<file path="src/rtl/hp2q_pkg.sv">
package hp2q_pkg;
   typedef enum logic [1:0] {
      RM_NEAR = 2'b00,
      RM_DOWN = 2'b01,
      RM_UP   = 2'b10,
      RM_ZERO = 2'b11
   } rmode_e;

   typedef struct packed {
      logic inv;
      logic inx;
   } lane_flags_t;
endpackage

</file>
<file path="src/rtl/hp2q_mode_sel.sv">
module hp2q_mode_sel
   import hp2q_pkg::*;
#(
   parameter int LANES     = 8,
   parameter int MIN_LANES = 2,
   parameter int VL_W      = 2
) (
   input  logic [VL_W-1:0]  vl_code,
   input  logic             src_mem,
   input  logic             bcst_rc,
   input  logic [1:0]       rc_static,
   input  logic [1:0]       rc_global,
   output rmode_e           mode,
   output logic             bcast,
   output logic [LANES-1:0] lane_on
);
   localparam int CNT_W = $clog2(LANES + 1) + VL_W + 1;

   logic [CNT_W-1:0] raw_cnt;
   logic [CNT_W-1:0] n_lanes;
   logic             full_len;

   always_comb begin
      raw_cnt  = CNT_W'(MIN_LANES) << vl_code;
      n_lanes  = (raw_cnt > CNT_W'(LANES)) ? CNT_W'(LANES) : raw_cnt;
      full_len = (n_lanes == CNT_W'(LANES));
      bcast    = src_mem & bcst_rc;
      if (!src_mem && bcst_rc && full_len)
         mode = rmode_e'(rc_static);
      else
         mode = rmode_e'(rc_global);
   end

   for (genvar j = 0; j < LANES; j++) begin : g_on
      assign lane_on[j] = (CNT_W'(j) < n_lanes);
   end
endmodule

</file>
<file path="src/rtl/hp2q_lane_cvt.sv">
module hp2q_lane_cvt
   import hp2q_pkg::*;
#(
   parameter int FP_W  = 16,
   parameter int EXP_W = 5,
   parameter int INT_W = 64
) (
   input  logic [FP_W-1:0]  h,
   input  rmode_e           mode,
   output logic [INT_W-1:0] q,
   output lane_flags_t      fl
);
   localparam int MAN_W   = FP_W - 1 - EXP_W;
   localparam int BIAS    = (1 << (EXP_W - 1)) - 1;
   localparam int FRAC_SH = BIAS + MAN_W;
   localparam int SH_MAX  = FRAC_SH - 1;
   localparam int LSH_MAX = (1 << EXP_W) - 2 - FRAC_SH;
   localparam int MAG_W   = MAN_W + 2 + LSH_MAX;
   localparam int EXT_W   = MAN_W + 1 + SH_MAX;

   logic             sgn;
   logic [EXP_W-1:0] ex;
   logic [MAN_W-1:0] mn;
   logic [EXP_W-1:0] ex_eff;
   logic [MAN_W:0]   sig;
   logic [EXP_W:0]   lsh, rsh;
   logic             big;
   logic [EXT_W-1:0] ext;
   logic [MAN_W:0]   ipart;
   logic [SH_MAX-1:0] frac;
   logic             grd, stk, inexact, bump;
   logic [MAG_W-1:0] mag;
   logic [INT_W-1:0] magx;

   always_comb begin
      sgn    = h[FP_W-1];
      ex     = h[FP_W-2 -: EXP_W];
      mn     = h[MAN_W-1:0];
      ex_eff = (ex == '0) ? EXP_W'(1) : ex;
      sig    = {(ex != '0), mn};
      lsh    = {1'b0, ex_eff} - (EXP_W+1)'(FRAC_SH);
      rsh    = (EXP_W+1)'(FRAC_SH) - {1'b0, ex_eff};
      big    = ({1'b0, ex_eff} >= (EXP_W+1)'(FRAC_SH));
      ext    = big ? '0 : ({sig, {SH_MAX{1'b0}}} >> rsh);
      ipart  = ext[EXT_W-1 -: (MAN_W+1)];
      frac   = ext[SH_MAX-1:0];
      grd    = frac[SH_MAX-1];
      stk    = |frac[SH_MAX-2:0];
      inexact = |frac;
      unique case (mode)
         RM_NEAR: bump = grd & (stk | ipart[0]);
         RM_DOWN: bump = sgn & inexact;
         RM_UP:   bump = ~sgn & inexact;
         default: bump = 1'b0;
      endcase
      if (big)
         mag = MAG_W'(sig) << lsh;
      else
         mag = MAG_W'(ipart) + MAG_W'(bump);
      magx = INT_W'(mag);
      if (ex == '1) begin
         q      = {1'b1, {(INT_W-1){1'b0}}};
         fl.inv = 1'b1;
         fl.inx = 1'b0;
      end else begin
         q      = sgn ? (~magx + INT_W'(1)) : magx;
         fl.inv = 1'b0;
         fl.inx = inexact;
      end
   end
endmodule

</file>
<file path="src/rtl/hp2q_lane_wr.sv">
module hp2q_lane_wr
   import hp2q_pkg::*;
#(
   parameter int INT_W = 64
) (
   input  logic             on,
   input  logic             mask_en,
   input  logic             kbit,
   input  logic             zero_sel,
   input  logic [INT_W-1:0] cvt,
   input  lane_flags_t      cvt_fl,
   input  logic [INT_W-1:0] prev,
   output logic [INT_W-1:0] lane,
   output lane_flags_t      lane_fl
);
   logic wr;

   always_comb begin
      wr = on & (~mask_en | kbit);
      if (!on)
         lane = '0;
      else if (wr)
         lane = cvt;
      else if (zero_sel)
         lane = '0;
      else
         lane = prev;
      lane_fl.inv = wr & cvt_fl.inv;
      lane_fl.inx = wr & cvt_fl.inx;
   end
endmodule

</file>
<file path="src/rtl/hp2q_vec_cvt.sv">
module hp2q_vec_cvt
   import hp2q_pkg::*;
#(
   parameter int LANES     = 8,
   parameter int MIN_LANES = 2,
   parameter int VL_W      = 2,
   parameter int FP_W      = 16,
   parameter int EXP_W     = 5,
   parameter int INT_W     = 64,
   localparam int SRC_W    = LANES * FP_W,
   localparam int DST_W    = LANES * INT_W
) (
   input  logic             clk,
   input  logic             rst_n,
   input  logic             in_valid,
   input  logic [VL_W-1:0]  vl_code,
   input  logic             src_mem,
   input  logic             bcst_rc,
   input  logic [1:0]       rc_static,
   input  logic [1:0]       rc_global,
   input  logic             mask_en,
   input  logic [LANES-1:0] kmask,
   input  logic             zero_sel,
   input  logic [SRC_W-1:0] src,
   input  logic [DST_W-1:0] dst_prev,
   output logic             out_valid,
   output logic [DST_W-1:0] dst,
   output logic             flag_inv,
   output logic             flag_inx
);
   if (FP_W - 1 - EXP_W < 2) begin : g_bad_man
      $error("hp2q_vec_cvt: mantissa too narrow");
   end
   if (INT_W < FP_W + 4) begin : g_bad_int
      $error("hp2q_vec_cvt: INT_W too small for the finite range");
   end
   if (MIN_LANES < 1 || (MIN_LANES << ((1 << VL_W) - 1)) < LANES) begin : g_bad_lanes
      $error("hp2q_vec_cvt: LANES unreachable from vl_code");
   end

   rmode_e           mode;
   logic             bcast;
   logic [LANES-1:0] lane_on;
   logic [DST_W-1:0] dst_nxt;
   logic [LANES-1:0] inv_v, inx_v;

   hp2q_mode_sel #(.LANES(LANES), .MIN_LANES(MIN_LANES), .VL_W(VL_W)) u_mode (
      .vl_code(vl_code), .src_mem(src_mem), .bcst_rc(bcst_rc),
      .rc_static(rc_static), .rc_global(rc_global),
      .mode(mode), .bcast(bcast), .lane_on(lane_on)
   );

   for (genvar j = 0; j < LANES; j++) begin : g_lane
      logic [FP_W-1:0]  elem;
      logic [INT_W-1:0] cvt;
      lane_flags_t      cfl, wfl;

      assign elem = bcast ? src[FP_W-1:0] : src[j*FP_W +: FP_W];

      hp2q_lane_cvt #(.FP_W(FP_W), .EXP_W(EXP_W), .INT_W(INT_W)) u_cvt (
         .h(elem), .mode(mode), .q(cvt), .fl(cfl)
      );

      hp2q_lane_wr #(.INT_W(INT_W)) u_wr (
         .on(lane_on[j]), .mask_en(mask_en), .kbit(kmask[j]), .zero_sel(zero_sel),
         .cvt(cvt), .cvt_fl(cfl), .prev(dst_prev[j*INT_W +: INT_W]),
         .lane(dst_nxt[j*INT_W +: INT_W]), .lane_fl(wfl)
      );

      assign inv_v[j] = wfl.inv;
      assign inx_v[j] = wfl.inx;
   end

   always_ff @(posedge clk or negedge rst_n) begin
      if (!rst_n) begin
         out_valid <= 1'b0;
         dst       <= '0;
         flag_inv  <= 1'b0;
         flag_inx  <= 1'b0;
      end else begin
         out_valid <= in_valid;
         if (in_valid) begin
            dst      <= dst_nxt;
            flag_inv <= |inv_v;
            flag_inx <= |inx_v;
         end
      end
   end
endmodule

</file>
<file path="config.mk">
export PLATFORM = sky130hd
export DESIGN_NAME = hp2q_vec_cvt
export DESIGN_NICKNAME = d
export VERILOG_FILES = /design/src/rtl/hp2q_pkg.sv /design/src/rtl/hp2q_mode_sel.sv /design/src/rtl/hp2q_lane_cvt.sv /design/src/rtl/hp2q_lane_wr.sv /design/src/rtl/hp2q_vec_cvt.sv
export SDC_FILE = /design/constraint.sdc
export NUM_CORES = 2
export LEC_CHECK = 0
export BUFFER_PORTS_ARGS = -buffer_cell sky130_fd_sc_hd__buf_2
export CORE_AREA = 2 2 456 458
export DETAILED_ROUTE_END_ITERATION = 10
export DIE_AREA = 0 0 458 460
export PLACE_DENSITY = 0.49
export SKIP_LAST_GASP = 1
export SLEW_MARGIN = 20
export SYNTH_ARGS = -nofsm -noshare
export SYNTH_HDL_FRONTEND = slang
export SYNTH_HIERARCHICAL = 1
export SYNTH_SLANG_ARGS = --single-unit
</file>
<file path="constraint.sdc">
create_clock -name clk -period 1.1 [get_ports clk]
set_clock_uncertainty 0.1 [all_clocks]
set_input_delay 0.22 -clock clk [delete_from_list [all_inputs] [get_ports clk]]
set_output_delay 0.22 -clock clk [all_outputs]
set_load 0.1 [all_outputs]
</file>
# == After elaboration in Yosys (flattened, before gate mapping) ==
# Cells that the tools add are included.
# classes
n_shift,17
order_cmp,17
n_addsub,32
mul,0
reduce_logical,38
bitwise,82
n_mux,89
div_mod_pow,0
n_eq_ne,11
# op_table
op,count
64-bit two-way mux,40
64-bit by 1-bit adder with 64-bit output (second input constant),8
17-bit NOT with 64-bit output,8
35-bit two-way mux,8
35-bit by 6-bit right shift with 35-bit output,8
24-bit OR reduction,8
23-bit OR reduction,8
17-bit two-way mux,8
11-bit by 6-bit << shifter with 17-bit output,8
16-bit two-way mux,7
11-bit by 1-bit adder with 12-bit output,8
1-bit bitwise AND,49
5-bit by 5-bit subtractor with 6-bit output (first input constant),8
5-bit by 5-bit subtractor with 6-bit output (second input constant),8
5-bit equality test (second input constant),8
5-bit >= comparator (second input constant),8
5-bit logical NOT,8
5-bit two-way mux,8
5-bit nonzero test,8
3-bit by 7-bit less-than comparator with 1-bit output (first input constant),4
1-bit one-hot mux with 3 select lines,8
2-bit two-way mux,9
1-bit OR,16
8-bit OR reduction,2
12 further kinds,23
# word_totals
latchBits,0
ff_bits,515
elab_cells,290
in_bits,661
romBits,0
mem_bits_rw,0
mem_count,0

# == Logic depth before layout (Yosys ltp) ==
# logic_depth
word_depth,19
depth_mapped,37
depth_no_buf,32

# == By module ==
# The synthesis kept the hierarchy.
# by_module_without_submodules
mod,cells_each,seq_area_each_um2,area_per_inst_um2,n_inst
hp2q_lane_cvt at g_lane[0].u_cvt ...,478,0.0,3110.5,7
hp2q_vec_cvt,1348,12887.4,20258.2,1
hp2q_lane_wr,223,0.0,1386.3,8
hp2q_lane_cvt at g_lane[6].u_cvt,476,0.0,3191.8,1
hp2q_mode_sel,13,0.0,91.3,1

# == Least setup slack after synthesis ==
# Ideal clock, no wire load.
# synth_timing
path_kind,input to register
startpoint,input bcst_rc
endpoint,register dst[417]
path_slack_ps,-6106
setup_time_ps,125
required_ps,875
t_arrival_ps,6980
path_buffers,10
stages,35
path_cell_list,and2_1 > clkbuf_1 > clkbuf_1 > o21ai_0 > buf_6 > buf_4 > clkbuf_1 > inv_1 > ha_1 > clkbuf_1 > inv_1 > clkbuf_1 > o31ai_1 > a31o_2 > buf_1 > and3_1 > and4_1 > a31oi_1 > nor3_1 > a221oi_1 > ha_1 > ha_1 > inv_1 > a221oi_1 > xor2_1 > o21ai_1 > or4_1 > clkbuf_1 > or4_4 > nor4_4 > nor2_1 > buf_4 > nand2_1 > a21boi_1 > mux2_2
# synth_via
elab_chain_cells,19
word_cells_on_any_way,34
cone_classes,add/sub (4); order compare (1); eq/ne (3); shift (2); mux (10); bitwise (7); reduce/logical (7)
# synth_rtl
element,line_no,text
"start, declared",hp2q_vec_cvt.sv:18,"input logic bcst_rc,"
1-bit bitwise AND (*),hp2q_mode_sel.sv:27,bcast = src_mem & bcst_rc;
16-bit two-way mux (*),hp2q_vec_cvt.sv:58,assign elem = bcast ? src[FP_W-1:0] : src[j*FP_W +: FP_W];
via g_lane[6].elem[11],hp2q_vec_cvt.sv:54,logic [FP_W-1:0] elem;
5-bit logical NOT,hp2q_lane_cvt.sv:39,ex_eff = (ex == '0) ? EXP_W'(1) : ex;
5-bit two-way mux,hp2q_lane_cvt.sv:39,
5-bit by 5-bit subtractor with 6-bit output,hp2q_lane_cvt.sv:42,"rsh = (EXP_W+1)'(FRAC_SH) - {1'b0, ex_eff};"
35-bit by 6-bit right shift with 35-bit output,hp2q_lane_cvt.sv:44,"ext = big ? '0 : ({sig, {SH_MAX{1'b0}}} >> rsh);"
35-bit two-way mux,hp2q_lane_cvt.sv:44,
[... 6 more ...],--,
17-bit NOT with 64-bit output,hp2q_lane_cvt.sv:66,q = sgn ? (~magx + INT_W'(1)) : magx;
64-bit by 1-bit adder with 64-bit output,hp2q_lane_cvt.sv:66,
64-bit two-way mux,hp2q_lane_cvt.sv:66,
64-bit two-way mux (*),hp2q_lane_cvt.sv:61,if (ex == '1) begin
via g_lane[6].cvt[33],hp2q_vec_cvt.sv:55,logic [INT_W-1:0] cvt;
64-bit two-way mux (*),hp2q_lane_wr.sv:22,else if (wr)
64-bit two-way mux (*),hp2q_lane_wr.sv:20,if (!on)
via dst_nxt[417],hp2q_vec_cvt.sv:44,logic [DST_W-1:0] dst_nxt;
"end signal, assigned",hp2q_vec_cvt.sv:83,dst <= dst_nxt;
"end, declared",hp2q_vec_cvt.sv:27,"output logic [DST_W-1:0] dst,"
# The timed path passes the listed nets; every way through them passes the cells marked *.
# A chain may end at the register's enable or synchronous reset.

==> run summary <==
### Timing
- **minimum setup slack in the final design** -4.815 ns
- **Slew @ Worst Pin** 1.021 ns
- **tightest slew margin relative to the limit** 31.95%
- **number of hold violations in the final report** 0
- **timing-limited maximum frequency** 0.1691 GHz
- **Hold WS** 0.06204 ns
- **setup repair after global routing missed its margin** yes
- **number of pins with negative max-slew slack in the final report** 0
- **part of the cycle the worst path needs** 537.7%
- **time the worst path needs with I/O delays and setup** 5.915 ns
- **total of endpoints with negative setup slack in the final report** 1545

### Route
- **DRC Markers** 0
- **antenna-violating nets left** 0
- **Iteration-0 DRC Markers** 4874
- **detailed-route wire length** 298.2 mm
- **wire per inst** 23.15 um
- **via count** 66590
- **Vias per Instance** 5.169
- **number of search-and-repair iterations in the first detailed-routing pass** 6

### Floorplanning
- **Horiz. Die Dim** 458 um
- **Die Span Y** 460 um
- **Core Rows** 167
- **initial cell density of the core** 27.38%
- **area of the core** 0.2060 mm^2
- **Die Area** 0.2107 mm^2
- **I/O pins** 1176

### Global route
- **antenna violations before repair** 53
- **vias in the first global route** 68200
- **global route overflow** 0
- **gr usage total** 27.16%
- **global-route wire length before repair** 439.4 mm
- **pin count of the biggest net entering global routing** 101

### Hold path
- **min-delay worst type** in -> reg
- **HP Start** dst_prev[61]

### Synth
- **flop and latch count out of synthesis** 515
- **dominant cell type by area after synthesis** sky130_fd_sc_hd__dfrtp_1
- **Syn Inst Count** 6967
- **Post-Synthesis Cell Area** 0.05641 mm^2
- **Yosys cell types** 103
- **share of synthesized flip-flops with an asynchronous set or reset** 100.0%
- **share of Yosys cell area claimed by the top area cell type** 22.85%
- **proportion of synthesized chip area in sequential cells** 22.85%
- **number of synthesized flops with an enable pin** 0
- **Area contributors post-synth** sky130_fd_sc_hd__dfrtp_1 (23%), sky130_fd_sc_hd__mux2_2 (10%), sky130_fd_sc_hd__nand3b_1 (7.0%), sky130_fd_sc_hd__a21boi_1 (6.6%), sky130_fd_sc_hd__nand2_1 (5.3%)
- **Ys Warns** 6
- **prevailing post-synth register cell** sky130_fd_sc_hd__dfrtp_1
- **Avg Inst Size Synth** 8.096 um^2

### Pwr
- **PD cells** 1485 mW/mm^2
- **Tot Pwr** 0.1441 W
- **power share of the clock group** 17.5%
- **LEAKAGE** 43.98 nW
- **Sw Pwr** 0.06787 W
- **internal power** 0.07620 W
- **Logic pwr share** 64.6%
- **Sw Share** 47.11%
- **highest ir drop seen on vdd** 1.374 mV
- **sequential share of power** 17.9%

### Cells and area
- **share of final-layout standard cells stronger than drive strength 1** 45.97%
- **final net count** 10840
- **Final Instance Count excl. Fillers** 12880
- **Area Growth Syn to Fin** 72.05%
- **fill cell total of the finished layout** 19560

### Worst setup path
- **delay of the slowest cell on the worst path** 0.23 ns
- **capture point of the critical path** flag_inx
- **worst endpoint data arrival time** 6.46 ns
- **Max stage delay cell, worst path** sky130_fd_sc_hd__o2bb2ai_1
- **worst r2r dst** dst[121]
- **start point of the critical path** bcst_rc
- **reg-to-reg slack, setup** 0.06 ns
- **most numerous cell on the critical path** sky130_fd_sc_hd__buf_4
- **cell depth of the worst flop-to-flop path** 1
- **top cell family by delay on the critical path** buffers and inverters
- **required time of the critical path** 1.65 ns
- **Worst Path Max Fanout** 9
- **FF-to-FF Start** dst[121]
- **category of the worst setup path capture point** flop
- **CP startpoint kind** primary input
- **Stages on worst setup path** 46
- **CP Buf/Inv Count** 32
- **category of the most critical setup path** in -> reg

### Clock tree
- **number of buffers added by the clock tree synthesis step** 69
- **clock sinks** 515
- **CTS tree** built
- **number of levels in the clock H-tree** 3
- **clock tree root buffer cell** sky130_fd_sc_hd__clkbuf_16
- **insertion delay to the later sink of the worst-skew pair** 0.72 ns
- **largest buffer count on any clock path** 3
- **post-CTS clock slew at the launch and capture registers of the worst setup and hold paths** 0.08 ns

### Placement
- **port bufs** 1175
- **post-placement worst setup slack** -5.880 ns
- **routability congestion estimate** 0.9580
- **detailed-placement wirelength estimate** 240.4 mm
- **number of cells in the design after placement** 12070

### Outcome
- **result of the run** finished with violations
- **failing checks** negative setup slack

### Job
- **max_cap viols** 0

[state kept, by name, indices dropped and copies added, names as in the netlist]
name       count
flag_inv       1
dst          512
out_valid      1
flag_inx       1
[layout make-up]
type	count	area (um^2)	area share (%)
Antenna cell	33	82.58	0.08509
Tap cell	2704	3383	3.486
Sequential cell	515	12890	13.28
Timing Repair Buffer	3869	36860	37.98
Multi-Input combinational cell	5381	40390	41.62
Clock buffer	97	2013	2.074
Inverter	258	993.5	1.024
Clock inverter	26	435.4	0.4487
[layer usage]
metal	wire length, um	GRT usage [%]	part of all wire, %	vias to the layer above
li1	-	-	-	31230
met3	16410	4.165	5.5	535
met4	17100	14.74	5.7	16
met2	140400	45.20	47	2289
met5	93	0	0.031	-
met1	124300	33.62	42	32520
[cell families after synthesis]
| group | Yosys count | share of synthesized area [%] |
|---|---|---|
| simple gates | 2624 | 25.47 |
| compound gates | 1846 | 23.14 |
| buf+inv | 1074 | 10.63 |
| mux | 678 | 13.80 |
| flops | 515 | 22.85 |
| xor+xnor | 149 | 2.327 |
| fa+ha+maj | 80 | 1.775 |
| other cells | 1 | 0.006648 |
[placed cells by master (no fill, tap or decap), drive strengths merged, types with 98 or more instances in the layout]
cell type    netlist  final
buf              526   3360
nor2             456    456
dfrtp            515    515
mux2             546    546
nand3b           523    523
dlygate4sd3        0    507
nand3            152    152
a31oi            106    106
a21boi           535    535
nor3             206    206
mux2i            111    111
a21oi            272    272
inv              234    235
nand2            797    797
o21ai            362    362
clkbuf           290     98
[power groups by stage]
stage	clock network, W	registers [W]	logic (W)
floorplan	0	0.0462	0.0289
global placement	0	0.0260	0.0862
detailed placement	0	0.0261	0.0865
CTS	0.0259	0.0259	0.0920
global route	0.0264	0.0262	0.0977
finish	0.0251	0.0259	0.0931
[worst min-delay path by stage]
stage / slack (ns) / cells after the start / to
2_1_floorplan: -0.18 / 0 / dst[0]
3_3_place_gp: 0.10 / 2 / dst[131]
3_5_place_dp: 0.10 / 2 / dst[131]
4_1_cts: 0.007 / 4 / dst[31]
5_1_grt: 0.03 / 4 / dst[34]
6_report: 0.06 / 4 / dst[61]
[worst min-delay path, delay by kind of cell]
kind                   cells  cell delay, ns
buffers and inverters      1            0.09
AOI/OAI and AO/OA          1            0.21
muxes                      1            0.16
and+or+nand+nor            1            0.17
[what timing repair did]
action | in CTS | in global routing
gates resized for setup | 531 | 101
gates cloned | 5 | 0
hold endpoints to repair | 1021 | 1
hold buffers | 506 | 1
setup buffers | 140 | 22
setup endpoints to repair | 1029 | 1545
pin swaps | 202 | 62
[Yosys cell counts, types with 29 or more instances]
cell / count
sky130_fd_sc_hd__or2_2: 33
sky130_fd_sc_hd__nand3_1: 145
sky130_fd_sc_hd__clkbuf_1: 289
sky130_fd_sc_hd__a21boi_1: 494
sky130_fd_sc_hd__dfrtp_1: 515
sky130_fd_sc_hd__inv_1: 227
sky130_fd_sc_hd__mux2_2: 516
sky130_fd_sc_hd__o21ai_0: 338
sky130_fd_sc_hd__mux2i_1: 104
sky130_fd_sc_hd__buf_2: 142
sky130_fd_sc_hd__a211oi_1: 30
sky130_fd_sc_hd__nand4_1: 30
sky130_fd_sc_hd__nand2b_1: 46
sky130_fd_sc_hd__o31ai_1: 52
sky130_fd_sc_hd__a21boi_0: 41
sky130_fd_sc_hd__nor3b_1: 44
sky130_fd_sc_hd__buf_4: 277
sky130_fd_sc_hd__nor4_1: 29
sky130_fd_sc_hd__buf_6: 99
sky130_fd_sc_hd__a22oi_1: 46
sky130_fd_sc_hd__a21oi_1: 265
sky130_fd_sc_hd__and3_1: 65
sky130_fd_sc_hd__o22ai_1: 37
sky130_fd_sc_hd__and2_1: 57
sky130_fd_sc_hd__nand2_1: 790
sky130_fd_sc_hd__xor2_1: 66
sky130_fd_sc_hd__o21a_1: 32
sky130_fd_sc_hd__nor3_1: 197
sky130_fd_sc_hd__xnor2_1: 82
sky130_fd_sc_hd__a221oi_1: 39
sky130_fd_sc_hd__nor2b_1: 47
sky130_fd_sc_hd__nor2_1: 449
sky130_fd_sc_hd__o211ai_1: 46
sky130_fd_sc_hd__or3_1: 48
sky130_fd_sc_hd__nand3b_1: 523
sky130_fd_sc_hd__a31oi_1: 99
sky130_fd_sc_hd__ha_1: 80
[metrics by stage]
step | area (um^2) | TNS, ns | util [%]
final | 97050 | -2706.83 | 47.10
after floorplan | 56910 | -2526.10 | -
after global routing | 97040 | -2898.12 | 47.10
after detailed placement | 85490 | -2813.37 | 41.49
after global placement | 85490 | -2768.25 | 41.49
after CTS | 96370 | -2675.55 | 46.78
No activity file was read; power rests on OpenSTA's default activity.
